==> config.mk <==
export PLATFORM = sky130hd
export DESIGN_NAME = thermal_guard
export DESIGN_NICKNAME = d
export VERILOG_FILES = /design/src/rtl/tg_pkg.sv /design/src/rtl/tg_scan.sv /design/src/rtl/tg_policy.sv /design/src/rtl/tg_opseq.sv /design/src/rtl/thermal_guard.sv
export SDC_FILE = /design/constraint.sdc
export NUM_CORES = 1
export LEC_CHECK = 0
export BUFFER_PORTS_ARGS = -buffer_cell sky130_fd_sc_hd__buf_2
export CORE_ASPECT_RATIO = 1.5
export CORE_UTILIZATION = 25
export CTS_BUF_LIST = sky130_fd_sc_hd__clkbuf_4
export DETAILED_ROUTE_END_ITERATION = 16
export HOLD_SLACK_MARGIN = 0.05
export MAX_ROUTING_LAYER = met4
export SLEW_MARGIN = 20
export SYNTH_ARGS = -nofsm -noshare
export SYNTH_HDL_FRONTEND = slang
export SYNTH_SLANG_ARGS = --single-unit
==> constraint.sdc <==
create_clock -name clk -period 3.6 [get_ports clk]
set_clock_uncertainty 0.2 [all_clocks]
set_input_delay 0.36 -clock clk [delete_from_list [all_inputs] [get_ports clk]]
set_output_delay 0.36 -clock clk [all_outputs]
set_load 0.01 [all_outputs]
==> src/rtl/tg_pkg.sv <==
package tg_pkg;
    typedef enum logic [1:0] {
        BS_IDLE  = 2'd0,
        BS_BOOST = 2'd1,
        BS_LIVE  = 2'd2,
        BS_DRAIN = 2'd3
    } bias_state_e;
endpackage

==> src/rtl/tg_scan.sv <==
module tg_scan #(
    parameter int NSENS = 4,
    parameter int TW    = 8,
    parameter int PW    = 16,
    localparam int IW   = $clog2(NSENS)
) (
    input  logic          clk,
    input  logic          rst_n,
    input  logic [PW-1:0] cfg_period,
    input  logic [TW-1:0] sns_data,
    output logic          sns_rd,
    output logic [IW-1:0] sns_sel,
    output logic [TW-1:0] max_temp,
    output logic          scan_done
);
    typedef struct packed {
        logic [PW-1:0] cnt;
        logic [IW-1:0] idx;
        logic [TW-1:0] run;
        logic [TW-1:0] mx;
        logic          done;
    } scan_t;

    scan_t s_d, s_q;
    logic [PW:0]   cnt_nx;
    logic          poll;
    logic [TW-1:0] hot;

    always_comb begin
        s_d    = s_q;
        s_d.done = 1'b0;
        cnt_nx = {1'b0, s_q.cnt} + {{PW{1'b0}}, 1'b1};
        poll   = cnt_nx >= {1'b0, cfg_period};
        hot    = (s_q.idx == '0 || sns_data > s_q.run) ? sns_data : s_q.run;
        if (poll) begin
            s_d.cnt = '0;
            s_d.run = hot;
            if (s_q.idx == IW'(NSENS - 1)) begin
                s_d.idx  = '0;
                s_d.mx   = hot;
                s_d.done = 1'b1;
            end else begin
                s_d.idx = s_q.idx + IW'(1);
            end
        end else begin
            s_d.cnt = cnt_nx[PW-1:0];
        end
    end

    always_ff @(posedge clk) begin
        if (!rst_n) s_q <= '0;
        else        s_q <= s_d;
    end

    assign sns_rd    = poll;
    assign sns_sel   = s_q.idx;
    assign max_temp  = s_q.mx;
    assign scan_done = s_q.done;
endmodule

==> src/rtl/tg_policy.sv <==
module tg_policy #(
    parameter int TW   = 8,
    parameter int NBIN = 4,
    localparam int BW  = $clog2(NBIN)
) (
    input  logic               clk,
    input  logic               rst_n,
    input  logic               scan_done,
    input  logic [TW-1:0]      max_temp,
    input  logic [TW-1:0]      cfg_hi,
    input  logic [TW-1:0]      cfg_lo,
    input  logic [BW-1:0]      cfg_bin,
    input  logic [NBIN*TW-1:0] cfg_brk,
    input  logic               clr_start,
    input  logic               clr_end,
    output logic               throttle,
    output logic               stat_start,
    output logic               stat_end,
    output logic               bias_want
);
    typedef struct packed {
        logic thr;
        logic ss;
        logic se;
        logic want;
    } pol_t;

    pol_t p_d, p_q;
    logic [TW-1:0] brk_a [NBIN];
    logic set_s, set_e;

    for (genvar g = 0; g < NBIN; g++) begin : g_brk
        assign brk_a[g] = cfg_brk[g*TW +: TW];
    end

    always_comb begin
        p_d   = p_q;
        set_s = 1'b0;
        set_e = 1'b0;
        if (scan_done) begin
            if (!p_q.thr && max_temp > cfg_hi) begin
                p_d.thr = 1'b1;
                set_s   = 1'b1;
            end else if (p_q.thr && max_temp < cfg_lo) begin
                p_d.thr = 1'b0;
                set_e   = 1'b1;
            end
            p_d.want = max_temp > brk_a[cfg_bin];
        end
        p_d.ss = set_s | (p_q.ss & ~clr_start);
        p_d.se = set_e | (p_q.se & ~clr_end);
    end

    always_ff @(posedge clk) begin
        if (!rst_n) p_q <= '0;
        else        p_q <= p_d;
    end

    assign throttle   = p_q.thr;
    assign stat_start = p_q.ss;
    assign stat_end   = p_q.se;
    assign bias_want  = p_q.want;
endmodule

==> src/rtl/tg_opseq.sv <==
module tg_opseq
    import tg_pkg::*;
#(
    parameter int CW = 8,
    parameter int SW = 8
) (
    input  logic          clk,
    input  logic          rst_n,
    input  logic          throttle,
    input  logic          bias_want,
    input  logic [SW-1:0] cfg_settle,
    input  logic [CW-1:0] cfg_vdd_norm,
    input  logic [CW-1:0] cfg_frq_norm,
    input  logic [CW-1:0] cfg_vdd_thr,
    input  logic [CW-1:0] cfg_frq_thr,
    input  logic [CW-1:0] cfg_vcomp,
    input  logic [CW-1:0] cfg_bias,
    output logic [CW-1:0] vdd_code,
    output logic [CW-1:0] frq_code,
    output logic [CW-1:0] bias_code,
    output logic          bias_on,
    output logic          vdd_boost
);
    typedef struct packed {
        bias_state_e   st;
        logic [SW-1:0] cnt;
    } seq_t;

    seq_t q_d, q_q;
    logic [CW-1:0] base;
    logic [CW:0]   sum;

    always_comb begin
        q_d = q_q;
        unique case (q_q.st)
            BS_IDLE: if (bias_want) begin
                q_d.st  = BS_BOOST;
                q_d.cnt = '0;
            end
            BS_BOOST: if (q_q.cnt == cfg_settle) q_d.st = BS_LIVE;
                      else q_d.cnt = q_q.cnt + SW'(1);
            BS_LIVE: if (!bias_want) begin
                q_d.st  = BS_DRAIN;
                q_d.cnt = '0;
            end
            BS_DRAIN: if (q_q.cnt == cfg_settle) q_d.st = BS_IDLE;
                      else q_d.cnt = q_q.cnt + SW'(1);
            default: q_d.st = BS_IDLE;
        endcase
    end

    always_ff @(posedge clk) begin
        if (!rst_n) q_q <= '{st: BS_IDLE, cnt: '0};
        else        q_q <= q_d;
    end

    assign vdd_boost = q_q.st != BS_IDLE;
    assign bias_on   = q_q.st == BS_LIVE;
    assign base      = throttle ? cfg_vdd_thr : cfg_vdd_norm;
    assign sum       = {1'b0, base} + (vdd_boost ? {1'b0, cfg_vcomp} : '0);
    assign vdd_code  = sum[CW] ? '1 : sum[CW-1:0];
    assign frq_code  = throttle ? cfg_frq_thr : cfg_frq_norm;
    assign bias_code = bias_on ? cfg_bias : '0;
endmodule

==> src/rtl/thermal_guard.sv <==
module thermal_guard #(
    parameter int NSENS = 4,
    parameter int TW    = 8,
    parameter int PW    = 16,
    parameter int NBIN  = 4,
    parameter int CW    = 8,
    parameter int SW    = 8,
    localparam int IW   = $clog2(NSENS),
    localparam int BW   = $clog2(NBIN)
) (
    input  logic               clk,
    input  logic               rst_n,
    input  logic [PW-1:0]      cfg_period,
    input  logic [TW-1:0]      cfg_hi,
    input  logic [TW-1:0]      cfg_lo,
    input  logic [BW-1:0]      cfg_bin,
    input  logic [NBIN*TW-1:0] cfg_brk,
    input  logic [SW-1:0]      cfg_settle,
    input  logic [CW-1:0]      cfg_vdd_norm,
    input  logic [CW-1:0]      cfg_frq_norm,
    input  logic [CW-1:0]      cfg_vdd_thr,
    input  logic [CW-1:0]      cfg_frq_thr,
    input  logic [CW-1:0]      cfg_vcomp,
    input  logic [CW-1:0]      cfg_bias,
    input  logic               clr_start,
    input  logic               clr_end,
    input  logic [TW-1:0]      sns_data,
    output logic               sns_rd,
    output logic [IW-1:0]      sns_sel,
    output logic [TW-1:0]      max_temp,
    output logic               throttle,
    output logic               irq,
    output logic               stat_start,
    output logic               stat_end,
    output logic [CW-1:0]      vdd_code,
    output logic [CW-1:0]      frq_code,
    output logic [CW-1:0]      bias_code,
    output logic               bias_on,
    output logic               vdd_boost
);
    logic scan_done;
    logic bias_want;

    tg_scan #(.NSENS(NSENS), .TW(TW), .PW(PW)) u_scan (
        .clk(clk), .rst_n(rst_n), .cfg_period(cfg_period), .sns_data(sns_data),
        .sns_rd(sns_rd), .sns_sel(sns_sel), .max_temp(max_temp), .scan_done(scan_done)
    );

    tg_policy #(.TW(TW), .NBIN(NBIN)) u_policy (
        .clk(clk), .rst_n(rst_n), .scan_done(scan_done), .max_temp(max_temp),
        .cfg_hi(cfg_hi), .cfg_lo(cfg_lo), .cfg_bin(cfg_bin), .cfg_brk(cfg_brk),
        .clr_start(clr_start), .clr_end(clr_end), .throttle(throttle),
        .stat_start(stat_start), .stat_end(stat_end), .bias_want(bias_want)
    );

    tg_opseq #(.CW(CW), .SW(SW)) u_opseq (
        .clk(clk), .rst_n(rst_n), .throttle(throttle), .bias_want(bias_want),
        .cfg_settle(cfg_settle), .cfg_vdd_norm(cfg_vdd_norm), .cfg_frq_norm(cfg_frq_norm),
        .cfg_vdd_thr(cfg_vdd_thr), .cfg_frq_thr(cfg_frq_thr), .cfg_vcomp(cfg_vcomp),
        .cfg_bias(cfg_bias), .vdd_code(vdd_code), .frq_code(frq_code),
        .bias_code(bias_code), .bias_on(bias_on), .vdd_boost(vdd_boost)
    );

    assign irq = stat_start | stat_end;
endmodule

# Yosys cells after proc, flatten, opt, wreduce, memory -nomap -nowiden
# Cells that the tools add are included.
[word_totals]
reg_bits = 49
output_inout_bits = 41
wordCells = 77
[op_classes]
reduce_logical = 14
add_sub_neg = 4
n_eq_ne = 9
bitwise = 9
mux = 24
n_lt_le_gt_ge = 6
[ops]
columns = ["operator", "n"]
rows = [
  ["$mux W8", 9],
  ["$pmux W10 S4", 1],
  ["$gt A8 B8 Y1", 3],
  ["$mux W10", 2],
  ["$add A16 B1 Y17 const B", 1],
  ["$ge A17 B16 Y1", 1],
  ["$bmux W8 S2", 1],
  ["$add A8 B9 Y9", 1],
  ["$add A8 B1 Y8 const B", 1],
  ["$eq A8 B8 Y1", 1],
  ["$lt A8 B8 Y1", 1],
  ["$mux W1", 8],
  ["$reduce_and A2 Y1", 4],
  ["$eq A2 B2 Y1 const B", 3],
  ["$mux W2", 3],
  ["$logic_not A2 Y1", 2],
  ["$ne A2 B1 Y1 const B", 2],
  ["$ne A2 B2 Y1 const B", 2],
  ["$reduce_and A4 Y1", 1],
  ["$reduce_bool A2 Y1", 2],
  ["$ge A3 B3 Y1 const B", 1],
  ["$not A1 Y1", 3],
  ["$not A2 Y3", 1],
  ["$or A1 B1 Y1", 3],
  ["other kinds (7)", 9],
]

# Longest topological paths before layout
[depth]
ltp_word = 6
mapped_depth = 14
mapped_depth_nobuf = 13

# By module
# Synthesis repeated with hierarchy kept, for this count alone.
[unflattened]
hier_cells = 535
hier_area_um2 = 4619.4
[modules_own_cells]
columns = ["mod", "cells_each", "n_inst", "seq_area_each_um2", "area_each_um2"]
rows = [
  ["tg_scan", 245, 1, 700.7, 2210.9],
  ["tg_opseq", 187, 1, 200.2, 1501.4],
  ["tg_policy", 102, 1, 80.1, 900.9],
  ["thermal_guard", 1, 1, 0.0, 6.3],
]

# Worst setup path before layout
# Ideal clock, no wire load.
[synth_timing]
path_type = "reg2out"
start = "register u_policy.p_q (netlist bit u_policy.throttle)"
end = "output port vdd_code[4]"
path_stages_with_launch = 13
arrival_time_ns = 2.994
n_path_buf = 2
slack_ns = 0.046
cell_sequence = "dfxtp_1 clkbuf_1 buf_1 mux2_2 ha_1 inv_1 fa_1 nor2b_1 o21ai_0 a21boi_0 o21a_1 o211ai_1 o211ai_1"
[synth_via]
elab_chain_cells = 3
[synth_lines]
columns = ["item", "line", "text"]
rows = [
  ["start: declaration", "tg_policy.sv:28", "pol_t p_d, p_q;"],
  ["start signal: assignment", "tg_policy.sv:56", "else p_q <= p_d;"],
  ["$mux W8", "tg_opseq.sv:59", "assign base = throttle ? cfg_vdd_thr : cfg_vdd_norm;"],
  ["$add A8 B9 Y9", "tg_opseq.sv:60", "assign sum = {1'b0, base} + (vdd_boost ? {1'b0, cfg_vcomp} : '0);"],
  ["$mux W8", "tg_opseq.sv:61", "assign vdd_code = sum[CW] ? '1 : sum[CW-1:0];"],
  ["end: declaration", "thermal_guard.sv:35", "output logic [CW-1:0] vdd_code,"],
]
# Every way passes these cells.

# Worst setup path in the final report
[layout_timing]
start = "register u_scan.s_q[19] in the netlist's numbering"
end = "output port sns_rd"
[layout_via]
elab_chain_cells = 2
[layout_lines]
columns = ["item", "line", "text"]
rows = [
  ["start: declaration", "tg_scan.sv:24", "scan_t s_d, s_q;"],
  ["start signal: assignment", "tg_scan.sv:51", "if (!rst_n) s_q <= '0;"],
  ["start signal: assignment", "tg_scan.sv:52", "else s_q <= s_d;"],
  ["$add A16 B1 Y17", "tg_scan.sv:32", "cnt_nx = {1'b0, s_q.cnt} + {{PW{1'b0}}, 1'b1};"],
  ["net u_scan.cnt_nx[12]", "tg_scan.sv:25", "logic [PW:0] cnt_nx;"],
  ["$ge A17 B16 Y1", "tg_scan.sv:33", "poll = cnt_nx >= {1'b0, cfg_period};"],
  ["end: declaration", "thermal_guard.sv:28", "output logic sns_rd,"],
]
# The timed path passes the listed nets, and every way through them passes these cells.

==> impl_results.md <==
- Worst hold path endpoint: u_policy.stat_end
- Crit. End Element: output pin
- Routability cong.: 0.831
- RR Startpoint: u_scan.s_q[19]
- Fin crit period: 3.42 ns
- Via density: 4.64
- Largest net degree at the start of global routing: 33
- Die width: 111 µm
- CP Class: flip-flop to output pin
- WHS Path Cells: 3
- Crit-path cells: ha_1, nand3_2, nor3_2, xor2_1, ha_1, nand4_1, nor2_4, a32oi_2, and3_4, inv_2, buf_2
- Initial Utilization: 25.6%
- Number of global-route vias before repair: 4,040
- Worst-case clock buffer depth: 2
- Slowest stage delay, CP: 0.40 ns
- Final Instance Area: 5740 µm²
- Syn Area/Cell: 8.47 µm²
- Slowest-stage cell, CP: dfxtp_2
- FF-to-FF setup slack: 0.46 ns
- Cell leakage power: 2.94 nW
- Share of cells above drive strength 1: 35.4%
- Drt pass-1 iters: 4
- Fin Setup TNS: 0 ns
- M1 wire length: 4.77 mm
- Multi-input logic area: 3130 µm²
- Crit path max-delay family: simple AND/OR/NAND/NOR gates
- Top Metal Used: met4
- CTS Root Cell: clkbuf_4
- Crit-path max FO: 5
- Num rows: 59
- Syn Std Cell Area: 4440 µm²
- I/O Pins: 175
- Slew Limit Headroom: 61.3%
- Antenna fix cells: 0
- Ys async rst share: 0%
- Reg2reg path depth: 12
- Post-synthesis sequential area ratio: 22.1%
- Final Non-Filler Cells: 916
- Clock Latency Late Sink: 0.39 ns
- First-pass GRT wire length: 18.5 mm
- DR WL met3: 620 µm
- Routed Antenna Nets: 0
- Clock Sinks: 49
- Vias: 4,247
- GRT Total Usage: 12.8%
- Min-delay src: clr_end
- Core Box Area: 17,300 µm²
- # fillers: 1,825
- Syn_nets: 722
- Post-Syn Instances: 524
- Outcome: finished, final reports clean
- Critical Path Start: u_scan.s_q[19]
- CP startpoint kind: flip-flop
- Worst IR Drop VDD: 0.135 mV
- Number of H-tree levels: 2
- Critical path required time: 3.04 ns
- Metal2 WL: 6.25 mm
- Fin. Hold Viols: 0
- Number of max-cap violations: 0
- FF-to-FF End: u_scan.s_q[30]
- Pins over their slew limit: 0
- Die Area: 18,300 µm²
- Final nets: 900
- Fmax: 292 MHz
- Pwr Density: 184 nW/µm²
- HPWL after DPL: 9.78 mm
- Layout Area Growth over Synthesis: 29.2%
- #FFs+latches synth: 49
- DRC Markers: 0
- Cell Area, Placed: 5450 µm²
- Warning count from the yosys run: 0
- Unique cell type count in the Yosys netlist: 57
- Critical path data arrival time: 2.86 ns
- CTS Buf Count: 5
- HP Class: input pin to flip-flop
- Buf+Inv Stages, Crit Path: 2
- Total Wirelength: 11.9 mm
- Most used DFF post-synth: dfxtp_1
- Final setup fails: 0
- Number of port buffers: 174
- TritonCTS clock tree: yes
- Period utilisation layout: 95.1%
- Least-Margin Pin Slew: 0.577 ns
- Register area: 990 µm²
- Detailed router's first-iteration violation count: 95
- Most frequent CP cell: ha_1
- Avg WL per Cell: 13.0 µm
- Antenna violations before repair: 0
- Hold_ws: 0.0883 ns
- Placed insts: 889
- GRT overflow: 0
- Clock transition at path regs: 0.17 ns
- Post-synth EDFFs: 0
- Die height: 165 µm
[sequential cells by signal, indices dropped and copies added, names as in the netlist]
signal	count
u_scan.s_q	24
u_opseq.q_q	10
u_scan.max_temp	8
u_scan.sns_sel	2
u_policy.bias_want	1
u_policy.stat_end	1
u_policy.stat_start	1
u_policy.throttle	1
u_scan.scan_done	1
[what timing repair did]
item | in CTS | in global routing
hold buffers | 9 | 0
endpoints found under the setup margin | 9 | 9
gates cloned | 0 | 0
pin swaps | 3 | 5
gates resized for setup | 9 | 13
hold endpoints to repair | 9 | 0
buffers inserted | 5 | 5
[routing by layer]
| layer | track usage (%) | up-vias |
|---|---|---|
| li1 | - | 2184 |
| met1 | 13.1 | 1897 |
| met2 | 24.8 | 144 |
| met3 | 2.19 | 22 |
| met4 | 4.06 | 0 |
| met5 | - | - |
[kinds of logic (layout without fill, tap and decap cells)]
family                   count (synthesis)  count (layout)  synth area share [%]
AND/OR/NAND/NOR                        171             171                  20.5
buffers and inverters                   88             267                  8.68
AO/OA/AOI/OAI                           84              84                  13.2
adder cells (fa/ha/maj)                 64              64                  18.2
flip-flops                              49              49                  22.1
multiplexers                            41              41                  11.9
XOR/XNOR                                27              27                  5.33
[report_power, final]
| part | total, mW | internal, mW | switching (mW) | leakage [nW] |
|---|---|---|---|---|
| Clock | 0.276 | 0.0768 | 0.200 | 0.0292 |
| Sequential | 0.549 | 0.546 | 0.00288 | 0.398 |
| Combinational | 0.228 | 0.126 | 0.102 | 2.51 |
[cell usage in the layout, fill, tap and decap left out, types with 3 or more instances in the layout]
cell type and n:
o21a_1 8, buf_4 11, o211ai_1 6, ha_1 62, mux4_2 8, a211oi_1 11
dlygate4sd3_1 9, and3_2 4, nand4_1 11, o21ai_0 12, nor2b_1 19, clkbuf_4 5
nand2b_1 4, and3_4 3, nand3_1 22, and2_1 8, and3_1 10, xnor2_1 9
dfxtp_2 7, buf_2 174, dfxtp_1 42, nand2_1 39, nor3_1 5, a21oi_1 22
mux2_2 15, a31oi_1 3, nor4_1 3, mux2i_1 18, inv_1 62, xor2_1 16
nor2_1 25, a21o_1 6
[worst max path at each step]
stage	to	slack, ns	cells past startpoint
floorplan	vdd_code[4]	0.05	12
global placement	vdd_code[4]	0.32	13
detailed placement	vdd_code[4]	0.29	13
CTS	vdd_code[4]	0.007	13
global route	vdd_code[6]	-0.02	14
finish	sns_rd	0.18	11
[tightest hold or removal path, stage by stage]
cell	delay (ns)
buf_2	0.07
nor2b_1	0.04
o21a_1	0.15
[through the flow]
step / power (mW) / setup slack, ns / utilization (%)
4_1_cts: 1.08 / 0.00717 / 32.5
3_5_place_dp: 0.782 / 0.295 / 31.4
6_report: 1.05 / 0.177 / 33.1
5_1_grt: 1.12 / -0.0228 / 33.1
2_1_floorplan: 0.673 / 0.0457 / -
3_3_place_gp: 0.778 / 0.320 / 31.4
[synth_stat cells (13+ instances only)]
library cell  number  share of area (%)
nand2_1           39                3.3
a21oi_1           23                2.6
ha_1              63                 18
nand3_1           23                2.6
mux2i_1           18                4.1
nor2_1            27                2.3
dfxtp_1           49                 22
xor2_1            16                3.2
o21ai_0           13                1.5
mux2_2            15                3.8
nor2b_1           19                2.7
inv_1             62                5.2
[cell type report]
cell class / count / area share [%]
flip-flops and latches: 49 / 17.3
repair buffers: 195 / 18.4
inverters: 64 / 4.19
clock buffers: 5 / 0.654
well taps: 213 / 4.65
multi-input cells: 387 / 54.5
clock inverters: 3 / 0.349
Note: power is estimated with default switching activity, not from simulation.
